`src/rtl/swz_pkg.sv`:
```
package swz_pkg;

  typedef enum logic [2:0] {
    SW_NONE      = 3'd0,
    SW_B9        = 3'd1,
    SW_B9_10     = 3'd2,
    SW_B9_11     = 3'd3,
    SW_B9_10_11  = 3'd4,
    SW_B9_17     = 3'd5,
    SW_B9_10_17  = 3'd6,
    SW_UNKNOWN   = 3'd7
  } swzMode_e;

  typedef enum logic [1:0] {
    ARR_SINGLE   = 2'd0,
    ARR_ASYM     = 2'd1,
    ARR_ILV      = 2'd2,
    ARR_RSVD     = 2'd3
  } memArr_e;

  // Strobes from the page control to the page datapath
  typedef struct packed {
    logic bufWr;   // store inData into the half buffer
    logic rdSel;   // drive outData from the half buffer
    logic rdAdv;   // advance the buffer read pointer
  } pageStrobe_t;

endpackage

```
`src/rtl/swz_addr.sv`:
```
module swz_addr
  import swz_pkg::*;
#(
  parameter int ADDR_W = 32
) (
  input  logic              clk,
  input  logic              rstN,
  input  logic [ADDR_W-1:0] addrIn,
  input  logic [2:0]        modeIn,
  output logic [ADDR_W-1:0] addrOut,
  output logic              addrErr
);

  swzMode_e mode;
  logic     mixBit;

  assign mode = swzMode_e'(modeIn);

  always_comb begin
    unique case (mode)
      SW_B9:       mixBit = addrIn[9];
      SW_B9_10:    mixBit = addrIn[9] ^ addrIn[10];
      SW_B9_11:    mixBit = addrIn[9] ^ addrIn[11];
      SW_B9_10_11: mixBit = addrIn[9] ^ addrIn[10] ^ addrIn[11];
      SW_B9_17:    mixBit = addrIn[9] ^ addrIn[17];
      SW_B9_10_17: mixBit = addrIn[9] ^ addrIn[10] ^ addrIn[17];
      default:     mixBit = 1'b0;
    endcase
  end

  always_comb begin
    addrOut    = addrIn;
    addrOut[6] = addrIn[6] ^ mixBit;
  end

  assign addrErr = (mode == SW_UNKNOWN);

  // only bit 6 may differ between input and output
  a_r2_other_bits_kept: assert property (@(posedge clk) disable iff (!rstN)
    ((addrOut ^ addrIn) & ~(ADDR_W'(1) << 6)) == '0);

  // unknown mode leaves the address untouched and flags an error
  a_r3_unknown_passes: assert property (@(posedge clk) disable iff (!rstN)
    (modeIn == 3'd7) |-> (addrErr && addrOut == addrIn));

  // single-bit mode folds bit 9 only
  a_r1_bit9_mode: assert property (@(posedge clk) disable iff (!rstN)
    (modeIn == 3'd1) |-> (addrOut[6] == (addrIn[6] ^ addrIn[9])));

endmodule

```
`src/rtl/swz_mode_pick.sv`:
```
module swz_mode_pick
  import swz_pkg::*;
#(
  parameter int CFG_W  = 32,
  parameter int SIZE_W = 16
) (
  input  logic              clk,
  input  logic              rstN,
  input  logic [CFG_W-1:0]  cfgWord,
  input  logic              sizeCompare,
  input  logic [SIZE_W-1:0] ch0Size,
  input  logic [SIZE_W-1:0] ch1Size,
  output logic [2:0]        xMode,
  output logic [2:0]        yMode,
  output logic              tileOff
);

  localparam int XOR_OFF_BIT = 2;
  localparam int XOR_HI_BIT  = 3;

  swzMode_e xSel, ySel;
  logic     cfgDead;

  assign cfgDead = &cfgWord;

  always_comb begin
    xSel = SW_UNKNOWN;
    ySel = SW_UNKNOWN;
    if (sizeCompare) begin
      if (ch0Size == ch1Size) begin
        xSel = SW_B9_10;
        ySel = SW_B9;
      end else begin
        xSel = SW_NONE;
        ySel = SW_NONE;
      end
    end else if (!cfgDead) begin
      unique case (memArr_e'(cfgWord[1:0]))
        ARR_SINGLE, ARR_ASYM: begin
          xSel = SW_NONE;
          ySel = SW_NONE;
        end
        ARR_ILV: begin
          if (cfgWord[XOR_OFF_BIT]) begin
            xSel = SW_B9_10;
            ySel = SW_B9;
          end else if (!cfgWord[XOR_HI_BIT]) begin
            xSel = SW_B9_10_11;
            ySel = SW_B9_11;
          end else begin
            xSel = SW_B9_10_17;
            ySel = SW_B9_17;
          end
        end
        default: begin
          xSel = SW_UNKNOWN;
          ySel = SW_UNKNOWN;
        end
      endcase
    end
  end

  assign xMode   = xSel;
  assign yMode   = ySel;
  assign tileOff = (xSel == SW_UNKNOWN);

  // a dead configuration word forbids tiling on both surface kinds
  a_r8_dead_cfg: assert property (@(posedge clk) disable iff (!rstN)
    (!sizeCompare && (&cfgWord)) |-> (xMode == 3'd7 && yMode == 3'd7 && tileOff));

  // equal channel sizes pick the base interleave modes
  a_r7_equal_sizes: assert property (@(posedge clk) disable iff (!rstN)
    (sizeCompare && ch0Size == ch1Size) |-> (xMode == 3'd2 && yMode == 3'd1));

  // the two modes are unknown together or not at all
  a_r8_unknown_paired: assert property (@(posedge clk) disable iff (!rstN)
    (xMode == 3'd7) == (yMode == 3'd7));

endmodule

```
`src/rtl/swz_page_ctrl.sv`:
```
module swz_page_ctrl
  import swz_pkg::*;
#(
  parameter int CNT_W   = 9,
  parameter int HALF_LG = 3
) (
  input  logic        clk,
  input  logic        rstN,
  input  logic        inValid,
  input  logic        outReady,
  input  logic        recBit17,
  input  logic        newBit17,
  output logic        inReady,
  output logic        outValid,
  output pageStrobe_t str
);

  localparam int DRAIN_LAST = (1 << HALF_LG) - 1;

  logic [CNT_W-1:0]   inCnt;
  logic [HALF_LG-1:0] drainCnt;
  logic               swapReg, draining;
  logic               pageStart, doSwap, blockEnd, inFire;

  assign pageStart = (inCnt == '0);
  assign doSwap    = pageStart ? (newBit17 ^ recBit17) : swapReg;
  assign blockEnd  = &inCnt[HALF_LG:0];

  always_comb begin
    str      = '0;
    inReady  = 1'b0;
    outValid = 1'b0;
    if (draining) begin
      outValid  = 1'b1;
      str.rdSel = 1'b1;
      str.rdAdv = outReady;
    end else if (doSwap && !inCnt[HALF_LG]) begin
      inReady   = 1'b1;
      str.bufWr = inValid;
    end else begin
      outValid = inValid;
      inReady  = outReady;
    end
  end

  assign inFire = inValid & inReady;

  always_ff @(posedge clk) begin
    if (!rstN) begin
      inCnt    <= '0;
      drainCnt <= '0;
      swapReg  <= 1'b0;
      draining <= 1'b0;
    end else begin
      if (inFire) begin
        inCnt <= inCnt + 1'b1;
        if (pageStart) swapReg <= doSwap;
        if (doSwap && blockEnd) begin
          draining <= 1'b1;
          drainCnt <= '0;
        end
      end
      if (draining && outReady) begin
        drainCnt <= drainCnt + 1'b1;
        if (drainCnt == HALF_LG'(DRAIN_LAST)) draining <= 1'b0;
      end
    end
  end

  // the last word of a swapped block starts the buffered half
  a_r9_drain_follows_block: assert property (@(posedge clk) disable iff (!rstN)
    (inFire && doSwap && blockEnd && !draining) |=> (outValid && str.rdSel && !inReady));

  // a stalled buffered word stays offered
  a_r12_drain_holds: assert property (@(posedge clk) disable iff (!rstN)
    (str.rdSel && !outReady) |=> (outValid && str.rdSel));

endmodule

```
`src/rtl/swz_page_dp.sv`:
```
module swz_page_dp
  import swz_pkg::*;
#(
  parameter int WORD_W     = 64,
  parameter int HALF_WORDS = 8
) (
  input  logic              clk,
  input  logic              rstN,
  input  pageStrobe_t       str,
  input  logic [WORD_W-1:0] inData,
  output logic [WORD_W-1:0] outData
);

  localparam int PTR_W = $clog2(HALF_WORDS);

  logic [WORD_W-1:0] halfBuf [HALF_WORDS];
  logic [PTR_W-1:0]  wrPtr, rdPtr;

  always_ff @(posedge clk) begin
    if (str.bufWr) halfBuf[wrPtr] <= inData;
  end

  always_ff @(posedge clk) begin
    if (!rstN) begin
      wrPtr <= '0;
      rdPtr <= '0;
    end else begin
      if (str.bufWr) wrPtr <= wrPtr + 1'b1;
      if (str.rdAdv) rdPtr <= rdPtr + 1'b1;
    end
  end

  assign outData = str.rdSel ? halfBuf[rdPtr] : inData;

  // a stored word is what was on the input when it was written
  a_r12_buffer_capture: assert property (@(posedge clk) disable iff (!rstN)
    str.bufWr |=> (halfBuf[$past(wrPtr)] == $past(inData)));

  // reading never overtakes writing within a block
  a_r9_read_behind_write: assert property (@(posedge clk) disable iff (!rstN)
    str.bufWr |-> !str.rdSel);

endmodule

```
`src/rtl/swz_unit.sv`:
```
module swz_unit
  import swz_pkg::*;
#(
  parameter int ADDR_W     = 32,
  parameter int CFG_W      = 32,
  parameter int SIZE_W     = 16,
  parameter int WORD_W     = 64,
  parameter int PAGE_BYTES = 4096,
  parameter int HALF_BYTES = 64
) (
  input  logic              clk,
  input  logic              rstN,
  input  logic [ADDR_W-1:0] addrIn,
  input  logic [2:0]        addrMode,
  output logic [ADDR_W-1:0] addrOut,
  output logic              addrErr,
  input  logic [CFG_W-1:0]  cfgWord,
  input  logic              sizeCompare,
  input  logic [SIZE_W-1:0] ch0Size,
  input  logic [SIZE_W-1:0] ch1Size,
  output logic [2:0]        xMode,
  output logic [2:0]        yMode,
  output logic              tileOff,
  input  logic              recBit17,
  input  logic              newBit17,
  input  logic              inValid,
  output logic              inReady,
  input  logic [WORD_W-1:0] inData,
  output logic              outValid,
  input  logic              outReady,
  output logic [WORD_W-1:0] outData
);

  localparam int PAGE_WORDS = PAGE_BYTES * 8 / WORD_W;
  localparam int HALF_WORDS = HALF_BYTES * 8 / WORD_W;
  localparam int CNT_W      = $clog2(PAGE_WORDS);
  localparam int HALF_LG    = $clog2(HALF_WORDS);

  pageStrobe_t pageStr;

  swz_addr #(.ADDR_W(ADDR_W)) uAddr (
    .clk(clk), .rstN(rstN), .addrIn(addrIn), .modeIn(addrMode),
    .addrOut(addrOut), .addrErr(addrErr)
  );

  swz_mode_pick #(.CFG_W(CFG_W), .SIZE_W(SIZE_W)) uPick (
    .clk(clk), .rstN(rstN), .cfgWord(cfgWord), .sizeCompare(sizeCompare),
    .ch0Size(ch0Size), .ch1Size(ch1Size),
    .xMode(xMode), .yMode(yMode), .tileOff(tileOff)
  );

  swz_page_ctrl #(.CNT_W(CNT_W), .HALF_LG(HALF_LG)) uCtrl (
    .clk(clk), .rstN(rstN), .inValid(inValid), .outReady(outReady),
    .recBit17(recBit17), .newBit17(newBit17),
    .inReady(inReady), .outValid(outValid), .str(pageStr)
  );

  swz_page_dp #(.WORD_W(WORD_W), .HALF_WORDS(HALF_WORDS)) uDp (
    .clk(clk), .rstN(rstN), .str(pageStr), .inData(inData), .outData(outData)
  );

endmodule

```
`config.mk`:
```
export PLATFORM = sky130hd
export DESIGN_NAME = swz_unit
export DESIGN_NICKNAME = d
export VERILOG_FILES = /design/src/rtl/swz_pkg.sv /design/src/rtl/swz_addr.sv /design/src/rtl/swz_mode_pick.sv /design/src/rtl/swz_page_ctrl.sv /design/src/rtl/swz_page_dp.sv /design/src/rtl/swz_unit.sv
export SDC_FILE = /design/constraint.sdc
export NUM_CORES = 1
export LEC_CHECK = 0
export BUFFER_PORTS_ARGS = -buffer_cell sky130_fd_sc_hd__buf_4
export CORE_UTILIZATION = 58
export CTS_BUF_LIST = sky130_fd_sc_hd__clkbuf_16
export CTS_CLUSTER_SIZE = 40
export DETAILED_ROUTE_END_ITERATION = 8
export PLACE_DENSITY_LB_ADDON = 0.1
export SYNTH_ARGS = -nofsm -noshare
export SYNTH_HDL_FRONTEND = slang
export SYNTH_SLANG_ARGS = --single-unit
```
`constraint.sdc`:
```
create_clock -name clk -period 9.05 [get_ports clk]
set_input_delay 0 -clock clk [delete_from_list [all_inputs] [get_ports clk]]
set_output_delay 0 -clock clk [all_outputs]
set_load 0.05 [all_outputs]
```
# == After elaboration in Yosys (flattened, before gate mapping) ==
# Memories as Yosys holds them, arrays and structs flattened. A register that Yosys moved wholly into a read port is not among the register bits.
# Index checks and enable logic that the tools add are counted.
# totals
input_bits,170
ramBits,512
register_bits,20
word_cells,77
memories,1
# op_classes
bitwise_logic,8
n_reduce_logical,13
eq_ne,12
add_sub_neg,4
n_mux,33
# mem_list
name,words,width,read_ports,rd_ports_with_merged_regs,wr,line,rtl
uDp.halfBuf,8,64,1,1,1,swz_page_dp.sv:16,logic [WORD_W-1:0] halfBuf [HALF_WORDS];
# op_table
cell,count
2-to-1 mux 64 bit,1
2-to-1 mux 3 bit,12
AND reduction 32 bit,1
== test 3 bit (second input constant),6
== test 16 bit,1
2-to-1 mux 1 bit,14
case mux 3 bit (2 select lines),2
adder 3 x 1 -> 3 bit (second input constant),3
adder 9 x 1 -> 9 bit (second input constant),1
logical NOT 9 bit,1
bitwise XOR 1 bit,7
== test 3 x 2 -> 1 bit (second input constant),2
2-to-1 mux 2 bit,3
case mux 1 bit (6 select lines),1
AND reduction 2 bit,2
AND reduction 4 bit,1
nonzero test 2 bit,2
== test 3 x 1 -> 1 bit (second input constant),1
logical AND 1 bit,3
== test 2 x 1 -> 1 bit (second input constant),1
== test 2 bit (second input constant),1
logical NOT 2 bit,1
OR reduction 2 bit,1
AND 1 bit,1
logical NOT 1 bit,1

# == Logic depth before layout (Yosys ltp) ==
# Gate-level depths: netlist of run 1.
# depth
word_depth,9
mapped_depth,8
mapped_depth_nobuf,7

# == Modules after synthesis ==
# A second synthesis of run 1 with hierarchy kept.
# unflattened
cells_unflattened,1388
hier_area_um2,22333.9
# by_module_without_submodules
mod,n_inst,area_each_um2,seq_area_each_um2,cells_per_inst
swz_page_dp,1,20931.3,15554.9,1213
swz_page_ctrl,1,830.8,280.3,96
swz_addr,1,331.6,0.0,44
swz_mode_pick,1,240.2,0.0,35

# == Worst setup path before layout of run 1 ==
# Ideal clock, no wire load.
# synth_path
path_kind,reg2reg
startpoint,register uCtrl.inCnt[0]
endpoint,memory uDp.halfBuf[0][0] (enable)
stages_incl_launch_ff,8
required_ps,8407
arrival_time_ps,7325
n_path_buf,1
setup_slack_ps,1082
synth_period_minus_slack_ps,7968
cell_sequence,dfxtp_1 -> inv_1 -> ha_1 -> nor4b_4 -> nand4_1 -> and2_1 -> buf_6 -> nor4_1
# synth_via
elab_chain_len,7
# synth_lines
element,line,rtl
"start, declared",swz_page_ctrl.sv:20,logic [CNT_W-1:0] inCnt;
"start signal, assigned",swz_page_ctrl.sv:56,inCnt <= inCnt + 1'b1;
logical NOT 9 bit,swz_page_ctrl.sv:25,assign pageStart = (inCnt == '0);
2-to-1 mux 1 bit,swz_page_ctrl.sv:26,assign doSwap = pageStart ? (newBit17 ^ recBit17) : swapReg;
logical AND 1 bit,swz_page_ctrl.sv:37,end else if (doSwap && !inCnt[HALF_LG]) begin
2-to-1 mux 1 bit,swz_page_ctrl.sv:37,
2-to-1 mux 1 bit,swz_page_ctrl.sv:33,if (draining) begin
2-to-1 mux 1 bit,swz_page_dp.sv:20,if (str.bufWr) halfBuf[wrPtr] <= inData;
2-to-1 mux 1 bit (implied by the code),swz_page_dp.sv:20,
"end, declared",swz_page_dp.sv:16,
# Every way passes these cells.

==> results of run 1 <==
[area by class of cell]
type                    count  share of cell area, %
inverters                   4                 0.0588
repair buffers            285                   9.06
multi-input cells         464                   20.3
flip-flops and latches    535                   62.1
well taps                 468                   2.29
diodes                      3                 0.0294
clock buffers              53                   5.19
clock inverters            40                  0.975
[worst paths after layout]
path,slack [ps],cells after the start,endpoint
max,5440,5,outData[56]
max reg2reg,5870,8,uDp.halfBuf[1][17]
min,0.02,0,addrOut[4]
min reg2reg,500,2,uCtrl.swapReg
[cell usage in the layout, fill, tap and decap left out, types with 3 or more instances in the layout]
cell and instances:
xor2_1 5, a21oi_1 67, nor2_1 71, a21boi_0 5, nand2_1 16, o21ai_0 3
clkinv_2 5, nor2b_1 3, ha_1 6, diode_2 3, and3_1 3, nand4_1 7
nand3_1 7, buf_4 215, dlygate4sd3_1 70, dfxtp_1 19, clkinv_1 16, mux4_2 128
dfxtp_4 4, bufinv_16 3, inv_1 17, xnor2_1 28, nor4b_4 3, clkbuf_16 53
and2_1 15, mux2i_1 66, edfxtp_1 512, a21boi_1 3
[worst max-delay path, cell delays in order (launching register included)]
cell     delay (ps)
dfxtp_4         980
buf_4           830
mux4_2          600
mux2i_1         180
a21oi_1         120
buf_4           260
[power by group]
group | leakage [nW] | switching (mW) | internal [mW]
registers | 4.81 | 0.0162 | 2.77
clock network | 0.819 | 0.849 | 1.14
logic | 2.76 | 0.210 | 0.144
[cells in the mapped netlist, drive strengths merged, types with 5 or more instances]
library cell	number
nand4	7
mux2i	66
nand3	7
clkbuf	20
mux4	128
buf	67
and2	15
xor2	5
nor2	72
ha	6
nand2	16
edfxtp	512
a21boi	8
a21oi	67
xnor2	28
dfxtp	23
[metal layers]
layer | track usage (%) | up-vias | wire length, µm
met5 | 0 | - | 0
met4 | 5.70 | 0 | 594
met3 | 3.80 | 49 | 2360
met2 | 38.9 | 330 | 21100
met1 | 29.6 | 5487 | 17000
li1 | - | 4886 | -
[sequential cells by signal, indices dropped and copies added (netlist names), named ones only]
name and cells:
uDp.wrPtr 3, uCtrl.inCnt 9, uDp.rdPtr 3, uCtrl.drainCnt 3, uCtrl.draining 1, uDp.halfBuf 512
uCtrl.swapReg 1
[what timing repair did]
item	4_1_cts	5_1_grt
endpoints found under the hold margin	534	0
hold buffers	70	0
setup buffers	0	0
[per-stage QoR]
step	hold slack, ps	setup WS (ps)	area [µm²]	util, %	std cells
2_1_floorplan	98.9	1080	21500	-	1090
3_3_place_gp	0.370	5770	23300	63.7	1686
3_5_place_dp	0.370	5770	23300	63.7	1686
4_1_cts	0.370	5300	25500	69.9	1849
5_1_grt	0.0816	5070	25500	69.9	1851
6_report	0.0163	5440	25500	69.9	1852
[cell families after synthesis]
group,after synthesis,synth area share (%)
AOI/OAI and AO/OA,86,2.25
adders and majority gates,6,0.349
and+or+nand+nor,145,3.54
muxes,194,16.5
buffers and inverters,91,2.35
DFF,535,73.7
xor gates and xnor gates,33,1.34
==> flow_metrics.tcl, run 1 <==
set metrics [dict create \
    outcome "completed" \
    cts_buffer_depth 3 \
    slew_violations 0 \
    critPathMaxFanout 46 \
    cts_resized 0 \
    syn_area_mm2 0.0215 \
    p_leak_nw 8.39 \
    synth_top_cell_area_share_pct 71.5 \
    cts_tree "built" \
    p_per_area_mw_per_mm2 201 \
    fp.dieW_um 194 \
    period_share_pct 39.9 \
    worstSetupStartpointType "flip-flop" \
    drive_above_1_share_pct 30.8 \
    gp_congestion 0.706 \
    synthCells 1090 \
    initial_core_util_pct 58.8 \
    numCtsBuffers 52 \
    synth.avg_cell_area_um2 19.7 \
    multiInputGateArea_mm2 0.00519 \
    ys_async_sr_fraction_pct 0 \
    cts-root-buf "clkbuf_16" \
    critPathCaptureType "output pin" \
    drv_cap 0 \
    grt_pass1_wl_mm 63.9 \
    portBuffers 193 \
    numClockSinks 535 \
    boundaryPins 276 \
    antenna_found_initial 2 \
    final.setup.tns_ps 0 \
    syn_nets 1266 \
    num_vias 10800 \
    criticalPathCategory "reg -> out" \
    seqCellArea_mm2 0.0159 \
    grtUsageTotal_pct 22.4 \
    syn_to_final_growth_pct 18.9 \
    die_height_um 194 \
    min-delay-start "addrIn[4]" \
    p_total_mw 5.13 \
    wl_per_cell_um 22.2 \
    achievable-frequency_mhz 277 \
    min_period_ps 3610 \
    h-tree-depth 2 \
    peakVddDrop_mv 0.169 \
    rows 70 \
    drt_iter0_markers 678 \
    max_slew_margin_pct 28.2 \
    r2r_start "uCtrl.inCnt[0]" \
    ys_types 43 \
    finalSetupViolations 0 \
    hold_viol_final 0 \
    core_region_area_mm2 0.0365 \
    dr.pass1.iters 5 \
    cp.required_ps 9050 \
    worstSkewPairLatency_ps 560 \
    synth_seq_cells 535 \
    drc 0 \
    die-area_mm2 0.0378 \
    hp-class "in -> out" \
    grt_pass1_vias 11400 \
    fill_cells 2300 \
    synth_area_leaders "edfxtp_1, mux4_2, mux2i_1" \
    synth_edf_count 512 \
    tightestPinTransition_ps 1080 \
    postRouteAntennaNets 0 \
    grt_start_max_net_pins 86 \
    grt-ovfl-total 0 \
    vias_per_cell 5.81 \
    clock_skew_ps 10.0 \
    synth_top_area_cell "edfxtp_1" \
    yosys_warnings 0 \
    synthFlopType "edfxtp_1" \
    yosysSeqAreaShare_pct 73.7 \
    path_clk_slew_ps 60 \
    place_hpwl_mm 21.7 \
    nets 1518 \
    rsz0062_at_grt "no" \
    wl_mm 41.0 \
    cp.arrival_ps 3610 \
]
Note: power is estimated with default switching activity, not from simulation.
==> run 2, diff against run 1 <==
- CORE_UTILIZATION: 58 -> 52
- clock period: 9.05 -> 3.1 ns (I/O delays scaled with it)
==> run 2 against run 1 <==
Net effect:
- sequential share of layout area down 0.92 points
- flip-flop and latch count unchanged
- sequential power rose to 2.9 times the previous value
- clock skew up 3.7 ps
==> flow_metrics.tcl, run 2 (same netlist as run 1, synthesis figures left out) <==
set metrics [dict create \
    outcome "completed" \
    place_hpwl_mm 22.3 \
    fill_cells 2866 \
    dr.pass1.iters 5 \
    initial_core_util_pct 52.6 \
    dp_cells 1756 \
    num_vias 10700 \
    postRouteAntennaNets 0 \
    drt_iter0_markers 577 \
    tightestPinTransition_ps 1060 \
    wl_mm 41.5 \
    final.setup.tns_ps 0 \
    peakVddDrop_mv 0.504 \
    grtUsageTotal_pct 20.3 \
    crit_buf_inv 2 \
    core_region_area_mm2 0.0408 \
    critPathMaxFanout 38 \
    drive_above_1_share_pct 31.1 \
    grt_start_max_net_pins 97 \
    max_slew_margin_pct 29.5 \
    largest_register_ff_count 512 \
    final_cell_mix "edfxtp_1, buf_4, mux4_2" \
    antenna_found_initial 3 \
    post_cts.repair.setup_buffers 0 \
    grt_pass1_wl_mm 63.2 \
    achievable-frequency_mhz 363 \
    period_share_pct 88.8 \
    path_clk_slew_ps 50 \
    cts_resized 0 \
    slew_violations 0 \
    h-tree-depth 2 \
    p_per_area_mw_per_mm2 577 \
    layout_commonest_cell "edfxtp_1" \
    critPathCaptureType "output pin" \
    worstSkewPairLatency_ps 590 \
    top_register "uDp.halfBuf" \
    rsz0062_at_grt "no" \
    p_leak_nw 8.49 \
    boundaryPins 276 \
    cts-root-buf "clkbuf_16" \
    finalSetupViolations 0 \
    worstSetupStartpointType "flip-flop" \
    die_height_um 205 \
    layout.cells.non_filler 1924 \
    rows 74 \
    cp.required_ps 3100 \
    hp-class "in -> out" \
    die-area_mm2 0.0421 \
    gp_congestion 0.718 \
    fp.dieW_um 205 \
    cp.arrival_ps 2750 \
    cts_buffer_depth 3 \
    wl_per_cell_um 21.6 \
    syn_to_final_growth_pct 20.7 \
    crit_family "multiplexers" \
    criticalPathCategory "reg -> out" \
    worstPathCellList "buf_12 > mux4_2 > mux2i_1 > a21oi_1 > buf_4" \
    hold_viol_final 0 \
    drv_cap 0 \
    grt-ovfl-total 0 \
    numCtsBuffers 54 \
    drc 0 \
    reg.largest.list "uDp.halfBuf x512, uCtrl.inCnt x9" \
    min_period_ps 2750 \
    portBuffers 193 \
    clock_skew_ps 13.7 \
    nets 1528 \
    slowest_delay_ps 610 \
    numClockSinks 535 \
    cts_tree "built" \
    vias_per_cell 5.56 \
    grt_pass1_vias 11000 \
    whs_ps 0.0140 \
    cp_slowest_cell "dfxtp_4" \
]
-- run 2: cell types whose count changed in the layout (fill, tap and decap cells not counted), moves of 2 or more --
cell	change
nor3b_4	+2
buf_4	-11
nor3b_2	-2
nor3_4	+2
dlygate4sd3_1	+2
clkbuf_16	+2
inv_1	+2
bufinv_16	-2
buf_12	+17
clkinv_2	-2
nor3_2	-2
-- run 2: area by class of cell --
| class | count | area, µm² | share of cell area (%) |
|---|---|---|---|
| flip-flops and latches | 535 | 15900 | 61.1 |
| clock inverters | 38 | 185 | 0.714 |
| repair buffers | 293 | 2590 | 10.0 |
| well taps | 532 | 666 | 2.57 |
| diodes | 3 | 7.51 | 0.0290 |
| inverters | 4 | 15.0 | 0.0579 |
| multi-input cells | 464 | 5240 | 20.2 |
| clock buffers | 55 | 1380 | 5.31 |
-- run 2: worst paths after layout --
check	depth (start not counted)	end	start	slack, ps
max	5	outData[12]	flip-flop	350
min	0	addrOut[15]	addrIn[15]	0.01
max reg2reg	7	uDp.halfBuf[1][19]	uCtrl.inCnt[0]	610
min reg2reg	2	flip-flop	uDp.rdPtr[1]	490
-- run 2: worst register-to-register path, cell delays in order, from the launching register on --
cell	delay (ps)
dfxtp_2	330
inv_2	60
ha_1	140
nor4b_4	300
nand4_1	220
and2_1	360
nor4b_4	350
buf_12	350
-- run 2: stage by stage --
stage / cell area (µm²) / total power [mW] / setup slack (ps) / util [%]
2_1_floorplan: 21600 / 8.95 / -689 / -
3_3_place_gp: 23600 / 9.26 / 642 / 57.9
3_5_place_dp: 23600 / 9.28 / 594 / 57.9
4_1_cts: 25900 / 15.1 / 275 / 63.5
5_1_grt: 25900 / 15.4 / 193 / 63.5
6_report: 25900 / 15.0 / 348 / 63.5
-- run 2: layer usage --
layer / vias up / share of wire, % / GRT usage (%)
li1: 4910 / - / -
met1: 5495 / 44 / 28.0
met2: 227 / 50 / 33.3
met3: 56 / 4.3 / 3.60
met4: 0 / 1.8 / 5.95
met5: - / 0 / 0
-- run 2: timing repair --
| action | in CTS | in global routing |
|---|---|---|
| setup endpoints to repair | 0 | 0 |
| hold buffers | 72 | 0 |
| hold endpoints to repair | 535 | 0 |
-- run 2: power by group --
group / total, mW / leakage, nW / switching [mW] / internal, mW
Combinational: 1.06 / 2.86 / 0.620 / 0.436
Clock: 5.77 / 0.817 / 2.52 / 3.25
Sequential: 8.14 / 4.81 / 0.0490 / 8.09
Total: 15.0 / 8.49 / 3.19 / 11.8
==> run 3, diff against run 2 <==
- RECOVER_POWER: default -> 50
==> run 3 against run 2 <==
Net effect:
- worst setup slack improved by 3.9 ps
- clock-buffer cell count unchanged
- worst hold slack about the same
- total power decreased by 0.29%
- critical path depth unchanged
- critical path type unchanged
==> flow_metrics.tcl, run 3 (same netlist as run 1, synthesis figures left out) <==
set metrics [dict create \
    num_vias 10700 \
    cts-root-buf "clkbuf_16" \
    portBuffers 193 \
    finalSetupViolations 0 \
    stdcell_area_mm2 0.0256 \
    boundaryPins 276 \
    numCtsBuffers 54 \
    tightestPinTransition_ps 1060 \
    reg.largest.list "uDp.halfBuf x512, uCtrl.inCnt x9" \
    rows 74 \
    slew_violations 0 \
    grt_pass1_wl_mm 63.2 \
    p_total_mw 14.9 \
    numClockSinks 535 \
    worstSkewPairLatency_ps 590 \
    cts_tree "built" \
    post_cts.repair.setup_buffers 0 \
    syn_to_final_growth_pct 19.2 \
    criticalPathCategory "reg -> out" \
    worstSetupStartpointType "flip-flop" \
    ff2ff_path_depth 8 \
    dr.pass1.iters 6 \
    ff2ff_setup_slack_ps 430 \
    hold_viol_final 0 \
    p_per_area_mw_per_mm2 582 \
    initial_core_util_pct 52.6 \
    use_met1_pct 28.0 \
    h-tree-depth 2 \
    clock_skew_ps 15.3 \
    gr-usage-met3_pct 3.60 \
    cts_resized 0 \
    achievable-frequency_mhz 364 \
    placed_area_mm2 0.0236 \
    drv_cap 0 \
    final.setup.tns_ps 0 \
    max_slew_margin_pct 29.5 \
    critPathMaxFanout 38 \
    nets 1528 \
    grt_pass1_vias 11000 \
    layout_commonest_cell "edfxtp_1" \
    cp.required_ps 3100 \
    min_period_ps 2750 \
    place_hpwl_mm 22.3 \
    hp-class "in -> out" \
    drt_iter0_markers 574 \
    seqCellArea_mm2 0.0158 \
    die-area_mm2 0.0421 \
    critPathCaptureType "output pin" \
    grt_start_max_net_pins 97 \
    rsz0062_at_grt "no" \
    drc 0 \
    largest_register_ff_count 512 \
    vias_per_cell 5.57 \
    wl_mm 41.5 \
    layout.cells.non_filler 1924 \
    hold_end "addrOut[15]" \
    grtUsageMet2_pct 33.3 \
    fp.dieW_um 205 \
    r2r_start "uCtrl.inCnt[0]" \
    antenna_found_initial 3 \
    top_register "uDp.halfBuf" \
    whs_path_depth 0 \
    peakVddDrop_mv 0.498 \
    whs_ps 0.0140 \
    fill_cells 2950 \
    timing.final.ws_setup_ps 352 \
    final_util_pct 62.8 \
    multiInputGateArea_mm2 0.00523 \
    busiest_layer "met2" \
    min-delay-start "addrIn[15]" \
    p_leak_nw 8.19 \
    core_region_area_mm2 0.0408 \
    wl_per_cell_um 21.6 \
    die_height_um 205 \
    grtUsageTotal_pct 20.3 \
    cp.arrival_ps 2750 \
    cts_buffer_depth 3 \
    dp_cells 1756 \
    gp_congestion 0.718 \
    hold_buffers 72 \
    r2r-end "uDp.halfBuf[7][53]" \
    post-place-ws_ps 594 \
    drive_above_1_share_pct 25.3 \
    final_cell_mix "edfxtp_1, mux4_2, buf_4" \
    postRouteAntennaNets 0 \
    period_share_pct 88.6 \
    path_clk_slew_ps 50 \
    grt-ovfl-total 0 \
    outcome "completed" \
]
-- run 3: layer usage --
| metal | vias to the layer above | part of all wire, % |
|---|---|---|
| li1 | 4914 | - |
| met1 | 5491 | 44 |
| met2 | 250 | 49 |
| met3 | 57 | 4.5 |
| met4 | 0 | 1.8 |
| met5 | - | 0 |
-- run 3: area by class of cell --
class                   count  share of cell area [%]
multi-input cells         464                    20.4
clock buffers              55                    5.37
flip-flops and latches    535                    61.9
well taps                 532                    2.60
inverters                   4                  0.0586
clock inverters            38                   0.723
repair buffers            293                    8.97
diodes                      3                  0.0293
-- run 3: how the worst max path moves through the flow --
stage | from | end
after floorplan | uCtrl.inCnt[0] | uDp.halfBuf[1][0]
after global placement | uCtrl.inCnt[0] | uDp.halfBuf[1][18]
after detailed placement | uCtrl.inCnt[0] | uDp.halfBuf[1][19]
after CTS | flip-flop | outData[12]
after global routing | uCtrl.inCnt[1] | uDp.halfBuf[7][32]
final | flip-flop | outData[12]
-- run 3: power breakdown --
| part | internal (mW) | leakage (nW) | switching, mW |
|---|---|---|---|
| clock | 3.25 | 0.817 | 2.52 |
| sequential | 8.09 | 4.81 | 0.0489 |
| combinational | 0.390 | 2.57 | 0.618 |
-- run 3: critical path, cell delays in order, from the launching register on --
cell and delay [ps]:
dfxtp_4 610, buf_12 360, mux4_2 550, mux2i_1 150, a21oi_1 160, buf_4 300
